$ cat config.mk
export PLATFORM = sky130hd
export DESIGN_NAME = muldiv_hilo
export DESIGN_NICKNAME = d
export VERILOG_FILES = /design/src/rtl/muldiv_pkg.sv /design/src/rtl/muldiv_mul_core.sv /design/src/rtl/muldiv_div_core.sv /design/src/rtl/muldiv_hilo.sv
export SDC_FILE = /design/constraint.sdc
export NUM_CORES = 1
export LEC_CHECK = 0
export ABC_AREA = 1
export BUFFER_PORTS_ARGS = -buffer_cell sky130_fd_sc_hd__buf_2
export CORE_MARGIN = 3
export CORE_UTILIZATION = 55
export DETAILED_ROUTE_END_ITERATION = 16
export HOLD_SLACK_MARGIN = 0.12
export PLACE_DENSITY = 0.73
export RECOVER_POWER = 50
export SYNTH_ARGS = -nofsm -noshare
export SYNTH_HDL_FRONTEND = slang
export SYNTH_SLANG_ARGS = --single-unit
$ cat constraint.sdc
create_clock -name clk -period 8.06 [get_ports clk]
set_input_delay 0.806 -clock clk [delete_from_list [all_inputs] [get_ports clk]]
set_output_delay 0.806 -clock clk [all_outputs]
set_load 0.05 [all_outputs]
$ cat src/rtl/muldiv_pkg.sv
package muldiv_pkg;
  typedef enum logic {OP_MUL = 1'b0, OP_DIV = 1'b1} md_op_e;
endpackage

$ cat src/rtl/muldiv_mul_core.sv
module muldiv_mul_core #(
  parameter int W = 32
) (
  input  logic           clk,
  input  logic           load,
  input  logic           step,
  input  logic [W-1:0]   mcand,
  input  logic [W-1:0]   mplier,
  output logic [2*W-1:0] prod
);
  logic [2*W:0] acc_q;
  logic [W-1:0] mcand_q;
  logic [W:0]   upper_sum;

  always_comb upper_sum = acc_q[2*W:W] + (acc_q[0] ? {1'b0, mcand_q} : '0);

  always_ff @(posedge clk) begin
    if (load) begin
      acc_q   <= {{(W+1){1'b0}}, mplier};
      mcand_q <= mcand;
    end else if (step) begin
      acc_q <= {1'b0, upper_sum, acc_q[W-1:1]};
    end
  end

  assign prod = acc_q[2*W-1:0];
endmodule

$ cat src/rtl/muldiv_div_core.sv
module muldiv_div_core #(
  parameter int W = 32
) (
  input  logic         clk,
  input  logic         load,
  input  logic         step,
  input  logic [W-1:0] dividend,
  input  logic [W-1:0] divisor,
  output logic [W-1:0] quo,
  output logic [W-1:0] rem
);
  logic [W:0]   rem_q;
  logic [W-1:0] quo_q;
  logic [W-1:0] dvs_q;
  logic [W:0]   shifted;
  logic [W:0]   trial;

  always_comb begin
    shifted = {rem_q[W-1:0], quo_q[W-1]};
    trial   = shifted - {1'b0, dvs_q};
  end

  always_ff @(posedge clk) begin
    if (load) begin
      rem_q <= '0;
      quo_q <= dividend;
      dvs_q <= divisor;
    end else if (step) begin
      if (trial[W]) begin
        rem_q <= shifted;
        quo_q <= {quo_q[W-2:0], 1'b0};
      end else begin
        rem_q <= trial;
        quo_q <= {quo_q[W-2:0], 1'b1};
      end
    end
  end

  assign quo = quo_q;
  assign rem = rem_q[W-1:0];
endmodule

$ cat src/rtl/muldiv_hilo.sv
module muldiv_hilo #(
  parameter int W = 32
) (
  input  logic         clk,
  input  logic         rst_n,
  input  logic         in_valid,
  output logic         in_ready,
  input  logic         op_sel,
  input  logic [W-1:0] src_a,
  input  logic [W-1:0] src_b,
  output logic         busy,
  output logic [W-1:0] hi,
  output logic [W-1:0] lo
);
  import muldiv_pkg::*;
  localparam int CW = $clog2(W + 1);

  logic           busy_q;
  logic [CW-1:0]  cnt_q;
  md_op_e         op_q;
  logic           neg_q, aneg_q, dz_q;
  logic [W-1:0]   a_q;
  logic [W-1:0]   hi_q, lo_q;
  logic           accept, step, finish;
  logic [W-1:0]   a_mag, b_mag;
  logic [2*W-1:0] prod;
  logic [W-1:0]   quo, rem;
  logic [2*W-1:0] prod_s;
  logic [W-1:0]   quo_s, rem_s;

  assign in_ready = !busy_q;
  assign accept   = in_valid && !busy_q;
  assign step     = busy_q && (cnt_q != CW'(W));
  assign finish   = busy_q && (cnt_q == CW'(W));
  assign a_mag    = src_a[W-1] ? (~src_a + 1'b1) : src_a;
  assign b_mag    = src_b[W-1] ? (~src_b + 1'b1) : src_b;

  muldiv_mul_core #(.W(W)) u_mul (
    .clk(clk), .load(accept), .step(step),
    .mcand(a_mag), .mplier(b_mag), .prod(prod)
  );

  muldiv_div_core #(.W(W)) u_div (
    .clk(clk), .load(accept), .step(step),
    .dividend(a_mag), .divisor(b_mag), .quo(quo), .rem(rem)
  );

  always_comb begin
    prod_s = neg_q  ? (~prod + 1'b1) : prod;
    quo_s  = neg_q  ? (~quo + 1'b1)  : quo;
    rem_s  = aneg_q ? (~rem + 1'b1)  : rem;
  end

  always_ff @(posedge clk or negedge rst_n) begin
    if (!rst_n) begin
      busy_q <= 1'b0;
      cnt_q  <= '0;
      op_q   <= OP_MUL;
      neg_q  <= 1'b0;
      aneg_q <= 1'b0;
      dz_q   <= 1'b0;
      a_q    <= '0;
      hi_q   <= '0;
      lo_q   <= '0;
    end else if (accept) begin
      busy_q <= 1'b1;
      cnt_q  <= '0;
      op_q   <= md_op_e'(op_sel);
      neg_q  <= src_a[W-1] ^ src_b[W-1];
      aneg_q <= src_a[W-1];
      dz_q   <= (src_b == '0);
      a_q    <= src_a;
    end else if (step) begin
      cnt_q <= cnt_q + 1'b1;
    end else if (finish) begin
      busy_q <= 1'b0;
      if (op_q == OP_MUL) begin
        hi_q <= prod_s[2*W-1:W];
        lo_q <= prod_s[W-1:0];
      end else if (dz_q) begin
        hi_q <= a_q;
        lo_q <= '1;
      end else begin
        hi_q <= rem_s;
        lo_q <= quo_s;
      end
    end
  end

  assign busy = busy_q;
  assign hi   = hi_q;
  assign lo   = lo_q;
endmodule

==> key figures <==
Run status
  – Outcome: finished with violations
  – Violated checks: capacitance limit, slew limit

Global route
  – First-pass GRT wire length: 128000 µm
  – Largest net degree at the start of global routing: 105
  – Total global routing overflow: 0
  – Vias in the first global route: between 20000 and 25000
  – Antenna violations before repair: 1
  – GRT Total Usage: a little under two fifths

Drt
  – DR vias: 24657
  – Wirelength per Cell: approximately 20 µm
  – DR vias/cell: between 5 and 6
  – DRC viols: 0
  – Drt total wl: ~84000 µm
  – DRT Pass-1 Iters: 6
  – Post-route ant nets: 0
  – DR iter-0 viols: 3405

Cells and area
  – Fillers: slightly above 4000
  – N_diodes: 0
  – Area Overhead vs Synth: 8.97%
  – FF+latch area: around 8000 µm²
  – Multi-input gate area: 13000 µm²
  – Net count, final: ~3800
  – Share of cells above drive strength 1: ~5.2%

Die
  – FP Rows: between 70 and 80
  – Die height: ~210 µm
  – # IOs: approximately 130
  – Initial core utilization: between 50% and 60%
  – Die X: 211 µm
  – Die area: between 40000 and 50000 µm²
  – CORE AREA: 41100 µm²

Clocking
  – Clock Sinks: just under 300
  – Clk slew on worst S/H paths: around 60 ps
  – Max clock buf depth: 3
  – # resized after CTS: 0
  – Worst skew pair latency: about 570 ps
  – H-tree lvl count: 2
  – CTS tree: built
  – Post-CTS Setup Inserts: 0
  – Hold-fix buffers, CTS: 0
  – CTS Buf Count: 36
  – Clock root cell: clkbuf_16

Yosys
  – Synth Net Count: between 3000 and 4000
  – Avg Synthesized Cell Area: 6.36 µm²
  – Synth warn: 0
  – Top post-synthesis cells by count: nand2_1, nor2_1, inv_1
  – Post-synth EDFFs: around 130
  – Post-synth top area share: between 10% and 20%
  – Dominant synthesized flop cell: edfxtp_1
  – Sequential share of the synthesized area: between 30% and 40%
  – Ranking of synthesized cells by area: nand2_1, edfxtp_1, dfrtp_1, nor2_1, inv_1
  – FF+latch count, synth: 298
  – Async set or reset register ratio after synthesis: a little over a third
  – Cell variety after synth: 51
  – Yosys top cell by area: nand2_1
  – Most numerous cell in the Yosys netlist: nand2_1
  – Cells after synthesis: approximately 3600
  – Synth Cell Area: about 23000 µm²

Critical path
  – Critical-path maximum fanout: around 60
  – Worst EP arrival: between 5000 and 6000 ps
  – Worst setup SP type: flop
  – Crit. End Element: flop
  – Required time of the worst setup path: between 8000 and 9000 ps
  – Setup CP Type: reg -> reg

Power and ir drop
  – Internal power: about 5 mW
  – Combinational share of power: 54.7%
  – Switching Fraction: between 50 and 60%
  – Leakage: ~13 nW
  – Power Density: 401 nW/µm²
  – Clk pwr share: roughly 17%
  – Max IR drop VDD: 319 µV
  – Switch Pwr: 5.18 mW
  – Register share of total power: between 20 and 30%

STA
  – Slew headroom: -128%
  – Tmin final: roughly 4800 ps
  – Final period util: about 60%
  – Max Fclk: 206 MHz
  – Final worst setup slack: between 3000 and 4000 ps
  – Final-report max-slew violation count: about 160
  – Hold Fails Final Rpt: 0
  – RSZ-0062 raised after global routing: no
  – Clock Skew: 15.2 ps
  – Setup total negative slack: 0 ps
  – Setup-failing EPs final: 0
  – Worst-margin pin slew: 3420 ps

Place
  – Pre-CTS setup slack: 4240 ps
  – DP Wirelength: roughly 65000 µm
  – Routability congestion estimate: between 1 and 1.5
  – PortBufs: 133

Min path
  – Hold Crit Class: in -> reg

Run
  – Max capacitance violation total: 3
## routing by layer
metal	vias to the layer above	part of all wire [%]	GRT usage [%]
met5	-	0.015	0
met4	2	4.2	13.9
met3	214	11	9.07
met2	1365	43	55.7
met1	11370	42	51.8
li1	11706	-	-
## final cells by class
| cell class | count | area share, % |
|---|---|---|
| multi-input cells | 2741 | 51.5 |
| flip-flops and latches | 298 | 31.0 |
| inverters | 478 | 7.16 |
| clock buffers | 43 | 3.81 |
| repair buffers | 148 | 2.70 |
| well taps | 532 | 2.65 |
| clock inverters | 23 | 1.17 |
## worst paths after layout
check / start / to / slack (ps) / depth (start not counted)
min in group asynchronous: rst_n / lo[12] / 670 / 1
hold / removal: op_sel / op_q / 470 / 3
setup / recovery: neg_q / lo[24] / 3210 / 6
max in group asynchronous: rst_n / hi[26] / 5510 / 2
setup reg to reg: neg_q / lo[24] / 3210 / 6
hold reg to reg: u_div.rem_q[0] / u_div.rem_q[0] / 480 / 2
## state kept, by name, summed over array words and instances (netlist names)
| register | count |
|---|---|
| u_mul.acc_q | 64 |
| hi | 32 |
| lo | 32 |
| u_div.dvs_q | 32 |
| u_div.quo | 32 |
| u_div.rem_q | 32 |
| u_mul.mcand_q | 32 |
| a_q | 31 |
| cnt_q | 6 |
| aneg_q | 1 |
| busy | 1 |
| dz_q | 1 |
| neg_q | 1 |
| op_q | 1 |
## cell usage in the layout (no fill, tap or decap), types with 13 or more instances in the layout
cell,count
nand2_1,1207
nor2_1,487
inv_1,469
nand3_1,259
o21ai_0,223
a21oi_1,186
edfxtp_1,128
dfrtp_1,105
clkbuf_1,81
xor2_1,72
ha_1,71
dfxtp_1,64
buf_2,59
nand4_1,50
clkbuf_16,37
xnor2_1,29
nor3_1,24
a31oi_1,13
buf_4,13
## power groups by stage
stage	clock network (mW)	registers [mW]	logic (mW)
after detailed placement	0	2.81	5.31
after CTS	1.75	2.79	5.35
final	1.74	2.82	5.51
after floorplan	0	2.52	3.96
after global placement	0	2.80	5.22
after global routing	1.82	2.84	6.12
## kinds of logic (layout without fill, tap and decap cells)
| logic type | count (synthesis) | count (layout) | synth area share, % |
|---|---|---|---|
| AND/OR/NAND/NOR | 2092 | 2092 | 37.4 |
| buffers and inverters | 588 | 692 | 10.0 |
| AO/OA/AOI/OAI | 475 | 475 | 11.0 |
| flip-flops | 298 | 298 | 33.7 |
| XOR/XNOR | 101 | 101 | 3.84 |
| adder cells (fa/ha/maj) | 73 | 73 | 4.03 |
## critical path: stages, from the launching register on
cell	delay [ps]
dfrtp_1	1180
clkbuf_1	1960
nand2_1	820
o21ai_0	380
a21oi_1	140
nor2_1	160
a21oi_1	80
## per-stage QoR
stage	utilization [%]	hold slack (ps)	instance area, µm²	std cells	total power, mW
6_report	61.1	468	25100	4263	10.1
2_1_floorplan	-	444	23100	3627	6.48
3_5_place_dp	58.4	460	24000	4197	8.12
4_1_cts	61.4	160	25300	4263	9.89
3_3_place_gp	58.4	458	24000	4197	8.02
5_1_grt	61.1	499	25100	4263	10.8
(Power assumes the default switching activity.)
